### src/rtl/ssd_pkg.sv
package ssd_pkg;
  typedef enum logic [1:0] {
    DEM_DIV1 = 2'd0,
    DEM_DIV2 = 2'd1,
    DEM_DIV4 = 2'd2
  } dem_div_e;
endpackage

### src/rtl/ssd_i2s_rx.sv
module ssd_i2s_rx #(
  parameter int W    = 16,
  parameter int SYNC = 2
) (
  input  logic         clk_i,
  input  logic         rst_ni,
  input  logic         bck_i,
  input  logic         ws_i,
  input  logic         sd_i,
  output logic [W-1:0] left_o,
  output logic [W-1:0] right_o,
  output logic         pair_o
);
  localparam int CW = $clog2(W + 1);

  logic [SYNC-1:0] bck_s, ws_s, sd_s;
  logic            bck_q, ws_prev, chan, lvalid;
  logic [CW-1:0]   cnt;
  logic [W-1:0]    sreg, word_nx;
  logic            rise, ws_cur, sd_cur;

  assign rise    = bck_s[SYNC-1] & ~bck_q;
  assign ws_cur  = ws_s[SYNC-1];
  assign sd_cur  = sd_s[SYNC-1];
  assign word_nx = {sreg[W-2:0], sd_cur};

  always_ff @(posedge clk_i or negedge rst_ni) begin
    if (!rst_ni) begin
      bck_s <= '0;
      ws_s  <= '1;
      sd_s  <= '0;
    end else begin
      bck_s <= {bck_s[SYNC-2:0], bck_i};
      ws_s  <= {ws_s[SYNC-2:0], ws_i};
      sd_s  <= {sd_s[SYNC-2:0], sd_i};
    end
  end

  always_ff @(posedge clk_i or negedge rst_ni) begin
    if (!rst_ni) begin
      bck_q   <= 1'b0;
      ws_prev <= 1'b1;
      chan    <= 1'b0;
      cnt     <= CW'(W);
      sreg    <= '0;
      left_o  <= '0;
      right_o <= '0;
      lvalid  <= 1'b0;
      pair_o  <= 1'b0;
    end else begin
      pair_o <= 1'b0;
      bck_q  <= bck_s[SYNC-1];
      if (rise) begin
        ws_prev <= ws_cur;
        if (ws_cur != ws_prev) begin
          // slot boundary: this edge still carries the previous slot's tail
          cnt  <= '0;
          chan <= ws_cur;
        end else if (cnt < CW'(W)) begin
          sreg <= word_nx;
          cnt  <= cnt + 1'b1;
          if (cnt == CW'(W - 1)) begin
            if (!chan) begin
              left_o <= word_nx;
              lvalid <= 1'b1;
            end else if (lvalid) begin
              right_o <= word_nx;
              lvalid  <= 1'b0;
              pair_o  <= 1'b1;
            end
          end
        end
      end
    end
  end

  assert_pair_same_frame_R3: assert property (@(posedge clk_i) disable iff (!rst_ni)
    pair_o |-> (!lvalid && $past(lvalid)));
endmodule

### src/rtl/ssd_fmt.sv
module ssd_fmt #(
  parameter int W = 16
) (
  input  logic [W-1:0] l_i,
  input  logic [W-1:0] r_i,
  input  logic         ob_i,
  input  logic         bal_i,
  input  logic         src_i,
  output logic [W-1:0] dl_o,
  output logic [W-1:0] dr_o
);
  localparam logic [W-1:0] MIN_CODE = {1'b1, {(W-1){1'b0}}};
  localparam logic [W-1:0] MAX_CODE = ~MIN_CODE;

  logic [W-1:0] base, neg, a, b, flip;

  always_comb begin
    base = src_i ? r_i : l_i;
    neg  = (base == MIN_CODE) ? MAX_CODE : (~base + W'(1));
    a    = bal_i ? base : l_i;
    b    = bal_i ? neg  : r_i;
    flip = ob_i ? MIN_CODE : '0;
    dl_o = a ^ flip;
    dr_o = b ^ flip;
  end
endmodule

### src/rtl/ssd_ser.sv
module ssd_ser
  import ssd_pkg::*;
#(
  parameter int W         = 16,
  parameter int OFRAME    = 24,
  parameter int OBCK_HALF = 2
) (
  input  logic         clk_i,
  input  logic         rst_ni,
  input  logic [W-1:0] l_i,
  input  logic [W-1:0] r_i,
  input  logic         pair_i,
  input  logic [W-1:0] fl_i,
  input  logic [W-1:0] fr_i,
  input  logic         rep8_i,
  input  logic [1:0]   dem_div_i,
  output logic [W-1:0] hold_l_o,
  output logic [W-1:0] hold_r_o,
  output logic         obck_o,
  output logic         le_o,
  output logic         dl_o,
  output logic         dr_o,
  output logic         dem_o
);
  localparam int SW = $clog2(OFRAME);
  localparam int DW = (OBCK_HALF > 1) ? $clog2(OBCK_HALF) : 1;

  logic [DW-1:0] div_cnt;
  logic [SW-1:0] slot;
  logic [W-1:0]  sh_l, sh_r;
  logic [2:0]    rep;
  logic [1:0]    dem_cnt;
  logic          fall, pend, active, load, last_slot, seen;
  dem_div_e      dsel;

  assign fall      = obck_o && (div_cnt == DW'(OBCK_HALF - 1));
  assign last_slot = (slot == SW'(OFRAME - 1));
  assign dsel      = dem_div_e'(dem_div_i);

  always_comb begin
    load = 1'b0;
    if (fall) begin
      if (!active)        load = pend;
      else if (last_slot) load = pend | (rep8_i && rep != 3'd7);
    end
  end

  always_ff @(posedge clk_i or negedge rst_ni) begin
    if (!rst_ni) begin
      div_cnt <= '0;
      obck_o  <= 1'b0;
    end else if (div_cnt == DW'(OBCK_HALF - 1)) begin
      div_cnt <= '0;
      obck_o  <= ~obck_o;
    end else begin
      div_cnt <= div_cnt + 1'b1;
    end
  end

  always_ff @(posedge clk_i or negedge rst_ni) begin
    if (!rst_ni) begin
      hold_l_o <= '0;
      hold_r_o <= '0;
      pend     <= 1'b0;
      active   <= 1'b0;
      slot     <= '0;
      sh_l     <= '0;
      sh_r     <= '0;
      rep      <= '0;
      dem_cnt  <= '0;
      seen     <= 1'b0;
    end else begin
      if (pair_i) begin
        hold_l_o <= l_i;
        hold_r_o <= r_i;
        seen     <= 1'b1;
      end
      pend <= pair_i | (pend & ~(load & pend));
      if (load) begin
        active <= 1'b1;
        slot   <= '0;
        sh_l   <= fl_i;
        sh_r   <= fr_i;
        rep    <= pend ? 3'd0 : rep + 3'd1;
      end else if (fall && active) begin
        if (last_slot) begin
          active <= 1'b0;
        end else begin
          slot <= slot + 1'b1;
          sh_l <= sh_l << 1;
          sh_r <= sh_r << 1;
          if (slot == SW'(W - 1)) dem_cnt <= dem_cnt + 2'd1;
        end
      end
    end
  end

  assign le_o = active && (slot == SW'(W));
  assign dl_o = active && (slot < SW'(W)) && sh_l[W-1];
  assign dr_o = active && (slot < SW'(W)) && sh_r[W-1];

  always_comb begin
    case (dsel)
      DEM_DIV1: dem_o = le_o;
      DEM_DIV2: dem_o = dem_cnt[0];
      default:  dem_o = dem_cnt[1];
    endcase
  end

  assert_stable_high_R2: assert property (@(posedge clk_i) disable iff (!rst_ni)
    (obck_o && $past(obck_o)) |-> ($stable(dl_o) && $stable(dr_o) && $stable(le_o)));
  assert_le_after_fall_R2: assert property (@(posedge clk_i) disable iff (!rst_ni)
    $rose(le_o) |-> $fell(obck_o));
  assert_dem_toggle_R9: assert property (@(posedge clk_i) disable iff (!rst_ni)
    (dsel == DEM_DIV2 && $stable(dem_div_i) && $rose(le_o)) |-> (dem_o != $past(dem_o)));
  assert_reset_idle_R10: assert property (@(posedge clk_i) disable iff (!rst_ni)
    !seen |-> (!le_o && !dl_o && !dr_o));
endmodule

### src/rtl/ssd_top.sv
module ssd_top #(
  parameter int W         = 16,
  parameter int OFRAME    = 24,
  parameter int OBCK_HALF = 2,
  parameter int SYNC      = 2
) (
  input  logic       clk_i,
  input  logic       rst_ni,
  input  logic       i2s_bck_i,
  input  logic       i2s_ws_i,
  input  logic       i2s_sd_i,
  input  logic       offset_bin_i,
  input  logic       balanced_i,
  input  logic       bal_src_i,
  input  logic       rep8_i,
  input  logic [1:0] dem_div_i,
  output logic       obck_o,
  output logic       le_o,
  output logic       dl_o,
  output logic       dr_o,
  output logic       dem_o
);
  logic [W-1:0] rx_l, rx_r, hold_l, hold_r, f_l, f_r;
  logic         rx_pair;

  ssd_i2s_rx #(.W(W), .SYNC(SYNC)) u_rx (
    .clk_i(clk_i), .rst_ni(rst_ni),
    .bck_i(i2s_bck_i), .ws_i(i2s_ws_i), .sd_i(i2s_sd_i),
    .left_o(rx_l), .right_o(rx_r), .pair_o(rx_pair)
  );

  ssd_fmt #(.W(W)) u_fmt (
    .l_i(hold_l), .r_i(hold_r),
    .ob_i(offset_bin_i), .bal_i(balanced_i), .src_i(bal_src_i),
    .dl_o(f_l), .dr_o(f_r)
  );

  ssd_ser #(.W(W), .OFRAME(OFRAME), .OBCK_HALF(OBCK_HALF)) u_ser (
    .clk_i(clk_i), .rst_ni(rst_ni),
    .l_i(rx_l), .r_i(rx_r), .pair_i(rx_pair),
    .fl_i(f_l), .fr_i(f_r),
    .rep8_i(rep8_i), .dem_div_i(dem_div_i),
    .hold_l_o(hold_l), .hold_r_o(hold_r),
    .obck_o(obck_o), .le_o(le_o), .dl_o(dl_o), .dr_o(dr_o), .dem_o(dem_o)
  );
endmodule

### config.mk
export PLATFORM = sky130hd
export DESIGN_NAME = ssd_top
export DESIGN_NICKNAME = d
export VERILOG_FILES = /design/src/rtl/ssd_pkg.sv /design/src/rtl/ssd_i2s_rx.sv /design/src/rtl/ssd_fmt.sv /design/src/rtl/ssd_ser.sv /design/src/rtl/ssd_top.sv
export SDC_FILE = /design/constraint.sdc
export NUM_CORES = 1
export LEC_CHECK = 0
export CAP_MARGIN = 25
export CORE_MARGIN = 5
export CORE_UTILIZATION = 45
export DETAILED_ROUTE_END_ITERATION = 8
export DONT_BUFFER_PORTS = 1
export GPL_ROUTABILITY_DRIVEN = 0
export GPL_TIMING_DRIVEN = 0
export PLACE_DENSITY = 0.69
export SYNTH_ARGS = -nofsm -noshare
export SYNTH_HDL_FRONTEND = slang
export SYNTH_HIERARCHICAL = 1
export SYNTH_SLANG_ARGS = --single-unit
### constraint.sdc
create_clock -name clk_i -period 6.1 [get_ports clk_i]
set_input_delay 0 -clock clk_i [delete_from_list [all_inputs] [get_ports clk_i]]
set_output_delay 0 -clock clk_i [all_outputs]
set_load 0.01 [all_outputs]
* Word level (Yosys, flattened, before mapping)
Index checks and enable logic that the tools add are counted.
Widths: inputs -> output; s select.
** Storage, ports and cells
- Output and inout port bits :: 5
- Word-level logic and storage cells :: 107
- Register bits after elaboration :: 141
- Input bits :: 11
** Cells by class
- Bitwise gates (word level) :: 15
- $lt $le $gt $ge :: 2
- Reduce and logical (&&, ||, !) cells :: 20
- Add/subtract/negate cells :: 6
- Mux-type cells :: 32
- Equal/unequal tests :: 9
** Operators with widths (number)
- $mux 16 :: 11
- $xor 16x16->16 :: 2
- $mux 5 :: 5
- $add 16x1->16 const B :: 1
- $eq 16x16->1 const B :: 1
- $not 16->16 :: 1
- $mux 1 :: 14
- $add 5x1->5 const B :: 2
- $eq 5x4->1 const B :: 2
- $eq 5x5->1 const B :: 2
- $lt 5x5->1 const B :: 2
- $reduce_and 2->1 :: 4
- $reduce_and 4->1 :: 2
- $logic_and 1x1->1 :: 7
- $not 1->1 :: 7
- $reduce_and 6->1 :: 1
- $reduce_bool 2->1 :: 3
- $reduce_and 5->1 :: 1
- $add 3x1->3 const B :: 1
- $and 1x1->1 :: 3
- $mux 3 :: 1
- $ne 3x3->1 const B :: 1
- $reduce_and 3->1 :: 1
- $add 2x1->2 const B :: 1
- 7 further kinds :: 8

* Longest topological paths before layout
Gate-level depths: netlist of run 1.
- Word-level depth :: 10
- Gate-level depth with buffers :: 15
- Depth with buffers taken out :: 9

* Modules after synthesis
The synthesis of run 1 kept the hierarchy.
** By module, submodules not included
- ssd_ser :: instances 1, cells each 279, seq. area each 1951.9 um^2, area each 3412.0 um^2
- ssd_i2s_rx :: instances 1, cells each 155, seq. area each 1581.5 um^2, area each 2478.6 um^2
- ssd_fmt :: instances 1, cells each 172, seq. area each 0.0 um^2, area each 1182.4 um^2

* Least setup slack after synthesis of run 1
Ideal clock, no wire load.
- Kind :: input -> register
- From :: input bal_src_i
- To :: register u_ser.sh_r[15]
- Data arrival time :: 2.997 ns
- Setup slack :: 3.020 ns
- Setup time :: 0.083 ns
- Cell stages on the path :: 15
- Cell sequence :: buf_6 -> buf_2 -> buf_1 -> buf_1 -> mux2i_1 -> ha_1 -> o211ai_1 -> or3b_1 -> buf_2 -> or2_0 -> buf_2 -> a31oi_1 -> xnor2_1 -> mux2i_1 -> o21ai_0
** On the way
- Longest elaborated chain between the ends :: 7
** Ends and longest elaborated chain
- from (decl) :: line ssd_top.sv:14 : input logic bal_src_i,
- $mux 16 (*) :: line ssd_fmt.sv:18 : base = src_i ? r_i : l_i;
- $not 16->16 :: line ssd_fmt.sv:19 : neg = (base == MIN_CODE) ? MAX_CODE : (~base + W'(1));
- $add 16x1->16 :: line ssd_fmt.sv:19
- $mux 16 (*) :: line ssd_fmt.sv:19
- $mux 16 (*) :: line ssd_fmt.sv:21 : b = bal_i ? neg : r_i;
- $xor 16x16->16 (*) :: line ssd_fmt.sv:24 : dr_o = b ^ flip;
- via f_r[15] :: line ssd_top.sv:23 : logic [W-1:0] rx_l, rx_r, hold_l, hold_r, f_l, f_r;
- $mux 16 (*) :: line ssd_ser.sv:79 : if (load) begin
- to (signal assigned) :: line ssd_ser.sv:83 : sh_r <= fr_i;
- to (signal assigned) :: line ssd_ser.sv:91 : sh_r <= sh_r << 1;
- to (decl) :: line ssd_ser.sv:30 : logic [W-1:0] sh_l, sh_r;
Mark *: on every way through the listed nets, which the timed path passes. The rest lies on a longest branch.
A chain may end at the register's enable or synchronous reset.

* Final worst setup path of run 1
- From :: input bal_src_i
- To :: register u_ser.sh_r[3]
The elaborated chain is that of the path after synthesis.

==> qor.csv, run 1 <==
stage;metric;value;unit
timing;finalHoldViolCount;0;
clock_tree;cts-root-buf;clkbuf_16;
yosys;ys_seq_area_share;50.0;%
floorplanning;rows;45;
critical_path;worstPathArrival;3.86;ns
flow_run;cap_violations;0;
timing;clock.fmax;284;MHz
finish;stdcell_area;8060;µm²
critical_path;path_class;in -> reg;
outcome;status;finished, final reports clean;
detailed_routing;wl_per_cell;16.9;µm
detailed_routing;remaining_drc_errors;0;
power_and_ir_drop;p_leak;3.92;nW
placement;dp_hpwl;10100;µm
clock_tree;post_cts_buffers;0;
finish;drive_above_1_share;25.0;%
finish;fillers;1318;
timing;finalSetupTns;0;ns
yosys;syn_nets;626;
global_route;first_global_vias;4816;
floorplanning;dieWidth;135;µm
floorplanning;die_area;18300;µm²
global_route;grt_overflow;0;
timing;slew_headroom;52.4;%
yosys;synthesis.area;7070;µm²
clock_tree;cts_sinks;141;
timing;rsz0062_at_grt;false;
power_and_ir_drop;power_density;293;nW/µm²
critical_path;end_kind;register;
critical_path;required;6.45;ns
power_and_ir_drop;irDropWorstVdd;238;µV
critical_path;cp-start-kind;input port;
detailed_routing;vias_per_cell;5.51;
clock_tree;clk_path_buf_depth;2;
critical_path;crit_path_end;u_ser/sh_r[3]$_DFFE_PN0P_;
critical_path;r2r-end;u_ser/sh_r[3]$_DFFE_PN0P_;
clock_tree;cts_hold_buf;7;
floorplanning;coreArea;15300;µm²
min_path;hold_class;in -> reg;
global_route;grt_max_degree;142;
clock_tree;clock_latency;0.42;ns
yosys;ys_async_sr_fraction;100;%
global_route;grt_pass1_wl;24600;µm
global_route;grt_usage;16.8;%
detailed_routing;drt-pass1-iter-count;5;
yosys;synth_enable_flop_cells;0;
clock_tree;h-tree-depth;4;
yosys;ys.flop_type;dfrtp_1;
critical_path;rrSetupSlack;3.15;ns
detailed_routing;wl;14500;µm
floorplanning;initial_core_util;46.2;%
finish;diodes;0;
timing;clock_skew;0.00956;ns
timing;whs;0.102;ns
yosys;synth_area_per_cell;11.7;µm²
floorplanning;die_y;135;µm
timing;finalMaxSlewViolations;0;
critical_path;crit-reg2reg-launch;u_ser/hold_r_o[0]$_DFFE_PN0P_;
global_route;antenna_found_initial;0;
floorplanning;ioPinCount;16;
detailed_routing;vias;4714;
clock_tree;tritoncts;yes;
yosys;yosys_warnings;6;
placement;portBuffers;0;
timing;fin_crit;3.52;ns
yosys;synthCells;606;
detailed_routing;drtAntennaViolNets;0;
placement;post_dp_cell_area;7340;µm²
timing;min_period_over_period;57.6;%
critical_path;worst-path-max-fanout;10;
yosys;synth_cell_type_count;70;
finish;finalNetCount;652;
yosys;ys_ff_latch;141;
timing;worst-slew-pin-transition;0.715;ns
clock_tree;post_cts_resized;0;
clock_tree;cts-buffers-inserted;17;
critical_path;startpoint;bal_src_i;
finish;areaGrowthSynthToFinish;13.9;%
detailed_routing;drt_first_iter_violations;279;
critical_path;r2r_cells;10;
clock_tree;clkSlewWorstSetupHoldPaths;0.06;ns
timing;setup_viol;0;
[placed cells by master, fill, tap and decap left out, types with 12 or more instances in the layout]
master / n
nand3_1: 13
mux2_2: 81
nand2_1: 54
clkbuf_1: 12
nor2_1: 22
dfrtp_1: 137
o21ai_0: 50
mux2i_1: 45
inv_1: 14
clkbuf_16: 17
a21oi_1: 13
[routing by layer]
layer	global-route usage, %	wire length, µm
met1	21.5	6490
met2	28.1	7220
met3	4.46	567
met4	5.21	183
met5	0	0
[cell families (layout without fill, tap and decap cells)]
kind of cell | count (synthesis) | in the layout | synth area share (%)
AO/OA/AOI/OAI | 112 | 112 | 10.1
flip-flops | 141 | 141 | 50.0
buffers and inverters | 47 | 86 | 3.73
multiplexers | 136 | 136 | 21.4
XOR/XNOR | 20 | 20 | 2.69
adder cells (fa/ha/maj) | 9 | 9 | 1.59
AND/OR/NAND/NOR | 141 | 141 | 10.6
[per-stage QoR]
stage               power, mW  setup slack (ns)  instances  util [%]
floorplan                1.20              3.02        606         -
global placement         1.24              2.33        817      47.9
detailed placement       1.25              2.26        817      47.9
CTS                      2.39              2.67        856      52.6
global route             2.46              2.28        856      52.6
finish                   2.36              2.58        856      52.6
[Yosys cell counts, types with 2 or more instances]
library cell,n,area (µm²)
dfrtp_1,137,3430
mux2_2,81,912
nand2_1,54,203
o21ai_0,50,250
mux2i_1,45,450
nor2_1,22,82.6
inv_1,14,52.6
a21oi_1,13,65.1
nand3_1,13,65.1
clkbuf_1,12,45.0
xnor2_1,11,96.3
mux2_4,10,150
ha_1,9,113
xor2_1,7,61.3
and3_1,6,37.5
buf_2,6,30.0
buf_6,6,67.6
o22a_1,6,52.6
o22ai_1,6,37.5
a22o_1,5,43.8
a22oi_1,5,37.5
buf_4,5,37.5
nor2b_1,5,31.3
nor3_1,5,25.0
dfstp_2,4,105
nand2b_1,4,25.0
nand3b_1,4,30.0
nor3b_1,4,30.0
o41ai_1,4,35.0
a31oi_1,3,18.8
buf_1,3,11.3
a211oi_1,2,15.0
a21o_1,2,15.0
nor4_1,2,12.5
o211ai_1,2,15.0
o21a_1,2,15.0
o2bb2ai_1,2,17.5
or2_2,2,12.5
or3_1,2,12.5
[state kept, by name, indices dropped and copies added (netlist names)]
signal	cells
u_rx/left_o	16
u_rx/right_o	16
u_ser/hold_l_o	16
u_ser/hold_r_o	16
u_ser/sh_l	16
u_ser/sh_r	16
u_rx/sreg	15
u_rx/cnt	5
u_ser/slot	5
u_ser/rep	3
u_rx/bck_s	2
u_rx/sd_s	2
u_rx/ws_s	2
u_ser/dem_cnt	2
u_rx/bck_q	1
u_rx/chan	1
u_rx/lvalid	1
u_rx/pair_o	1
u_rx/ws_prev	1
u_ser/active	1
u_ser/div_cnt	1
u_ser/obck_o	1
u_ser/pend	1
[final cells by class]
| cell class | instances | area [µm²] | area share (%) |
|---|---|---|---|
| clock buffer | 17 | 425 | 5.28 |
| tap | 211 | 264 | 3.28 |
| timing repair buffer | 7 | 87.6 | 1.09 |
| multi-input combinational | 418 | 3280 | 40.7 |
| inverter | 14 | 52.6 | 0.652 |
| buffer | 33 | 211 | 2.62 |
| sequential | 141 | 3530 | 43.9 |
| clock inverter | 15 | 206 | 2.56 |
[worst min-delay path by stage]
stage	startpoint	end	slack [ns]	cells past startpoint
2_1_floorplan	rst_ni	u_rx/bck_q$_DFF_PN0_	-0.30	0
3_3_place_gp	rst_ni	u_ser/sh_l[12]$_DFFE_PN0P_	-0.29	0
3_5_place_dp	rst_ni	u_ser/sh_l[12]$_DFFE_PN0P_	-0.29	0
5_1_grt	i2s_ws_i	u_rx/ws_s[0]$_DFF_PN1_	0.1	1
4_1_cts	balanced_i	u_ser/sh_r[12]$_DFFE_PN0P_	0.09	5
6_report	balanced_i	u_ser/sh_l[13]$_DFFE_PN0P_	0.10	4
[worst max-delay path, cell delays in order]
cell      delay, ns
buf_6          0.12
buf_2          0.23
buf_1          0.41
buf_1          0.53
mux2i_1        0.32
ha_1           0.30
o211ai_1       0.28
or3b_1         0.44
buf_2          0.16
nor2_1         0.51
a211oi_1       0.11
a21oi_1        0.22
mux2i_1        0.10
o21ai_0        0.14
[report_power, final]
| part | switching, mW | internal [mW] |
|---|---|---|
| clock network | 0.414 | 0.690 |
| logic | 0.106 | 0.0972 |
| registers | 0.0555 | 0.999 |
| total | 0.575 | 1.79 |
Power figures use the tool's default switching activity.
==> run 2, diff against run 1 <==
--- a/config.mk
+++ b/config.mk
@@ -5,6 +5,7 @@
 export SDC_FILE = /design/constraint.sdc
 export NUM_CORES = 1
 export LEC_CHECK = 0
+export ABC_AREA = 1
 export CAP_MARGIN = 25
 export CORE_MARGIN = 5
 export CORE_UTILIZATION = 45
==> constraint.sdc (replaced) <==
create_clock -name clk_i -period 3.6 [get_ports clk_i]
set_input_delay 0 -clock clk_i [delete_from_list [all_inputs] [get_ports clk_i]]
set_output_delay 0 -clock clk_i [all_outputs]
set_load 0.01 [all_outputs]
==> qor.csv, run 2 <==
stage;metric;value;unit;change
yosys;synth_cell_type_count;41;;-41%
finish;stdcell_area;8350;µm²;+3.7%
placement;portBuffers;0;;unchanged
timing;slew_headroom;53.6;%;+1.3 points
global_route;grt_usage;17.0;%;+0.15 points
clock_tree;clk_path_buf_depth;2;;unchanged
timing;clock_skew;0.00948;ns;-0.0000759 ns
critical_path;slowest_stage;dfrtp_1;;
global_route;antenna_found_initial;0;;unchanged
floorplanning;coreArea;16000;µm²;+4.5%
detailed_routing;drt_first_iter_violations;369;;+32%
yosys;ys_ff_latch;141;;unchanged
critical_path;end_kind;register;;
timing;worst-slew-pin-transition;0.696;ns;-0.0189 ns
yosys;yosys-top-cells-area;dfrtp_1 (46%), nand2_1 (16%), nand3_1 (6.4%);;
floorplanning;ioPinCount;16;;unchanged
floorplanning;rows;46;;+2.2%
clock_tree;clock_latency;0.42;ns;about the same
floorplanning;dieWidth;138;µm;+2.0%
timing;rsz0062_at_grt;false;;
yosys;synth_enable_flop_cells;0;;unchanged
power_and_ir_drop;p_leak;4.46;nW;+14%
timing;min_period_over_period;65.1;%;
detailed_routing;drtAntennaViolNets;0;;unchanged
timing;finalSetupTns;0;ns;unchanged
detailed_routing;wl_per_cell;13.5;µm;-20%
critical_path;crit_chain;inv_1 -> nand2_1 -> o21ai_1 -> ha_1 -> nand3_2 -> nor2_4 -> nand2_1 -> o21ai_0 -> nand3_1 -> nand2_1 -> nand2_1 -> inv_1 -> nand3_1 -> nand3_1 -> nand2_1;;
yosys;synth_area_per_cell;8.21;µm²;-30%
yosys;ys_async_sr_fraction;100;%;unchanged
flow_run;cap_violations;0;;unchanged
yosys;synth_most_common_cell;nand2_1;;
critical_path;path_delay_family;simple AND/OR/NAND/NOR gates;;
clock_tree;cts_sinks;141;;unchanged
global_route;grt_pass1_wl;27100;µm;+10%
timing;fin_crit;2.34;ns;
yosys;ys.flop_type;dfrtp_1;;
finish;multi_input_comb_area;3190;µm²;-2.6%
critical_path;max_stage_delay;0.40;ns;-0.13 ns
power_and_ir_drop;power_frac_clock;48.1;%;+1.4 points
yosys;synth.largest_area_cell;dfrtp_1;;
timing;whs;0.0342;ns;-0.0683 ns
yosys;synthesis.area;7380;µm²;+4.4%
power_and_ir_drop;pwr-share-seq;45.5;%;+0.9 points
clock_tree;cts-root-buf;clkbuf_16;;
critical_path;worstPathArrival;2.66;ns;-1.20 ns
outcome;status;finished, final reports clean;;
yosys;synthCells;899;;+48%
clock_tree;tritoncts;yes;;
finish;layout_common_cells;nand2_1 (308), dfrtp_1 (137), inv_1 (95);;
timing;clock.fmax;427;MHz;
power_and_ir_drop;irDropWorstVdd;404;µV;+70%
finish;layout_commonest_cell;nand2_1;;
power_and_ir_drop;power_density;450;nW/µm²;+53%
detailed_routing;wl;15600;µm;+8.0%
global_route;grt_max_degree;142;;unchanged
critical_path;crit_top_cell;nand2_1;;
yosys;ys_seq_area_share;47.9;%;-2.1 points
finish;drive_above_1_share;16.7;%;-8.2 points
critical_path;cp-start-kind;register;;
detailed_routing;drt-pass1-iter-count;5;;unchanged
min_path;hold_class;in -> reg;;
clock_tree;clkSlewWorstSetupHoldPaths;0.06;ns;about the same
finish;seq_area;3530;µm²;unchanged
timing;finalMaxSlewViolations;0;;unchanged
critical_path;required;3.91;ns;-2.54 ns
finish;areaGrowthSynthToFinish;13.1;%;
clock_tree;h-tree-depth;4;;unchanged
clock_tree;cts-buffers-inserted;17;;unchanged
yosys;synth_common_cells;nand2_1 (308), dfrtp_1 (137), inv_1 (95);;
yosys;yosysTopAreaCellShare;46.4;%;-2.0 points
timing;finalHoldViolCount;0;;unchanged
detailed_routing;remaining_drc_errors;0;;unchanged
finish;diodes;0;;unchanged
power_and_ir_drop;p_sw;0.965;mW;+68%
floorplanning;initial_core_util;46.1;%;-0.048 points
finish;fillers;1539;;+17%
placement;post_dp_cell_area;7650;µm²;+4.3%
global_route;first_global_vias;5548;;+15%
yosys;yosys_warnings;6;;unchanged
finish;finalNetCount;945;;+45%
power_and_ir_drop;internal_power;2.79;mW;+56%
timing;setup_viol;0;;unchanged
power_and_ir_drop;comb_power_share;6.4;%;-2.2 points
floorplanning;die_area;19100;µm²;+4.0%
floorplanning;die_y;138;µm;+2.0%
power_and_ir_drop;swShare;25.7;%;+1.3 points
yosys;syn_nets;919;;+47%
global_route;grt_overflow;0;;unchanged
critical_path;worst-path-max-fanout;5;;-5
detailed_routing;vias;5692;;+21%
critical_path;rrSetupSlack;1.26;ns;-1.89 ns
detailed_routing;vias_per_cell;4.93;;-10%
placement;dp_hpwl;11400;µm;+13%
critical_path;path_class;reg -> reg;;
critical_path;path_buf_inv;2;;-3
[run 2: changes by cell type after synthesis, moves of 9 or more]
cell,before,now
nand3_1,13,94
nand2_2,1,14
nor2_1,22,40
nand4_1,0,21
nand2_1,54,308
inv_1,14,95
buf_2,6,17
mux2_2,81,32
a21oi_1,13,4
o21ai_0,50,29
mux2i_1,45,0
mux2_4,10,0
[run 2: area by class of cell]
class | count | share of cell area (%)
multi-input cells | 611 | 38.2
clock inverters | 14 | 2.07
plain buffers | 40 | 3.04
inverters | 107 | 4.84
repair buffers | 7 | 1.05
flip-flops and latches | 141 | 42.3
well taps | 216 | 3.24
clock buffers | 18 | 5.26
[run 2: through the flow]
| stage | worst slack [ns] | total power, mW | std cells | util (%) |
|---|---|---|---|---|
| global route | 1.05 | 3.90 | 1154 | 52.2 |
| floorplan | 1.70 | 1.88 | 899 | - |
| detailed placement | 1.38 | 1.94 | 1115 | 47.8 |
| global placement | 1.40 | 1.93 | 1115 | 47.8 |
| finish | 1.26 | 3.76 | 1154 | 52.2 |
| CTS | 1.30 | 3.80 | 1154 | 52.2 |
[run 2: worst paths after layout]
| path | cells past startpoint | start | endpoint |
|---|---|---|---|
| worst max-delay path | 15 | u_ser/hold_r_o[1]$_DFFE_PN0P_ | u_ser/sh_r[14]$_DFFE_PN0P_ |
| worst min-delay path | 5 | rep8_i | u_ser/sh_r[1]$_DFFE_PN0P_ |
| worst max register to register | 15 | u_ser/hold_r_o[1]$_DFFE_PN0P_ | u_ser/sh_r[14]$_DFFE_PN0P_ |
| worst min register to register | 0 | u_rx/sd_s[0]$_DFF_PN0_ | u_rx/sd_s[1]$_DFF_PN0_ |
| max in group asynchronous | 2 | rst_ni | u_rx/right_o[13]$_DFFE_PN0P_ |
| min in group asynchronous | 2 | rst_ni | u_ser/slot[2]$_DFFE_PN0P_ |
[run 2: worst register-to-register path: stages (launching register included)]
cell	delay, ns
dfrtp_1	0.40
inv_1	0.10
nand2_1	0.06
o21ai_1	0.18
ha_1	0.28
nand3_2	0.14
nor2_4	0.19
nand2_1	0.12
o21ai_0	0.24
nand3_1	0.10
nand2_1	0.07
nand2_1	0.07
inv_1	0.06
nand3_1	0.09
nand3_1	0.09
nand2_1	0.05
[run 2: metal layers]
metal | part of all wire (%) | global-route usage [%] | wire length, µm
met1 | 46 | 21.5 | 7170
met2 | 49 | 28.9 | 7720
met3 | 3.0 | 3.72 | 461
met4 | 1.8 | 5.56 | 276
met5 | 0 | 0 | 0
[run 2: cell families after synthesis]
kind of cell             count (synthesis)  share of synthesized area (%)
AO/OA/AOI/OAI                           54                           4.63
adder cells (fa/ha/maj)                  9                           1.53
flip-flops                             141                           47.9
buffers and inverters                  147                           8.92
AND/OR/NAND/NOR                        505                           30.9
XOR/XNOR                                11                           1.31
multiplexers                            32                           4.88
[run 2: power groups by stage]
stage / sequential (mW) / clock, mW / combinational (mW)
floorplan: 1.72 / 0 / 0.166
global placement: 1.73 / 0 / 0.199
detailed placement: 1.74 / 0 / 0.203
CTS: 1.71 / 1.85 / 0.245
global route: 1.72 / 1.91 / 0.276
finish: 1.71 / 1.81 / 0.242
[run 2: timing repair]
action,CTS,global route
hold buffers,7,0
setup buffers,0,0
setup endpoints to repair,0,0
gates resized for setup,0,0
endpoints found under the hold margin,147,0
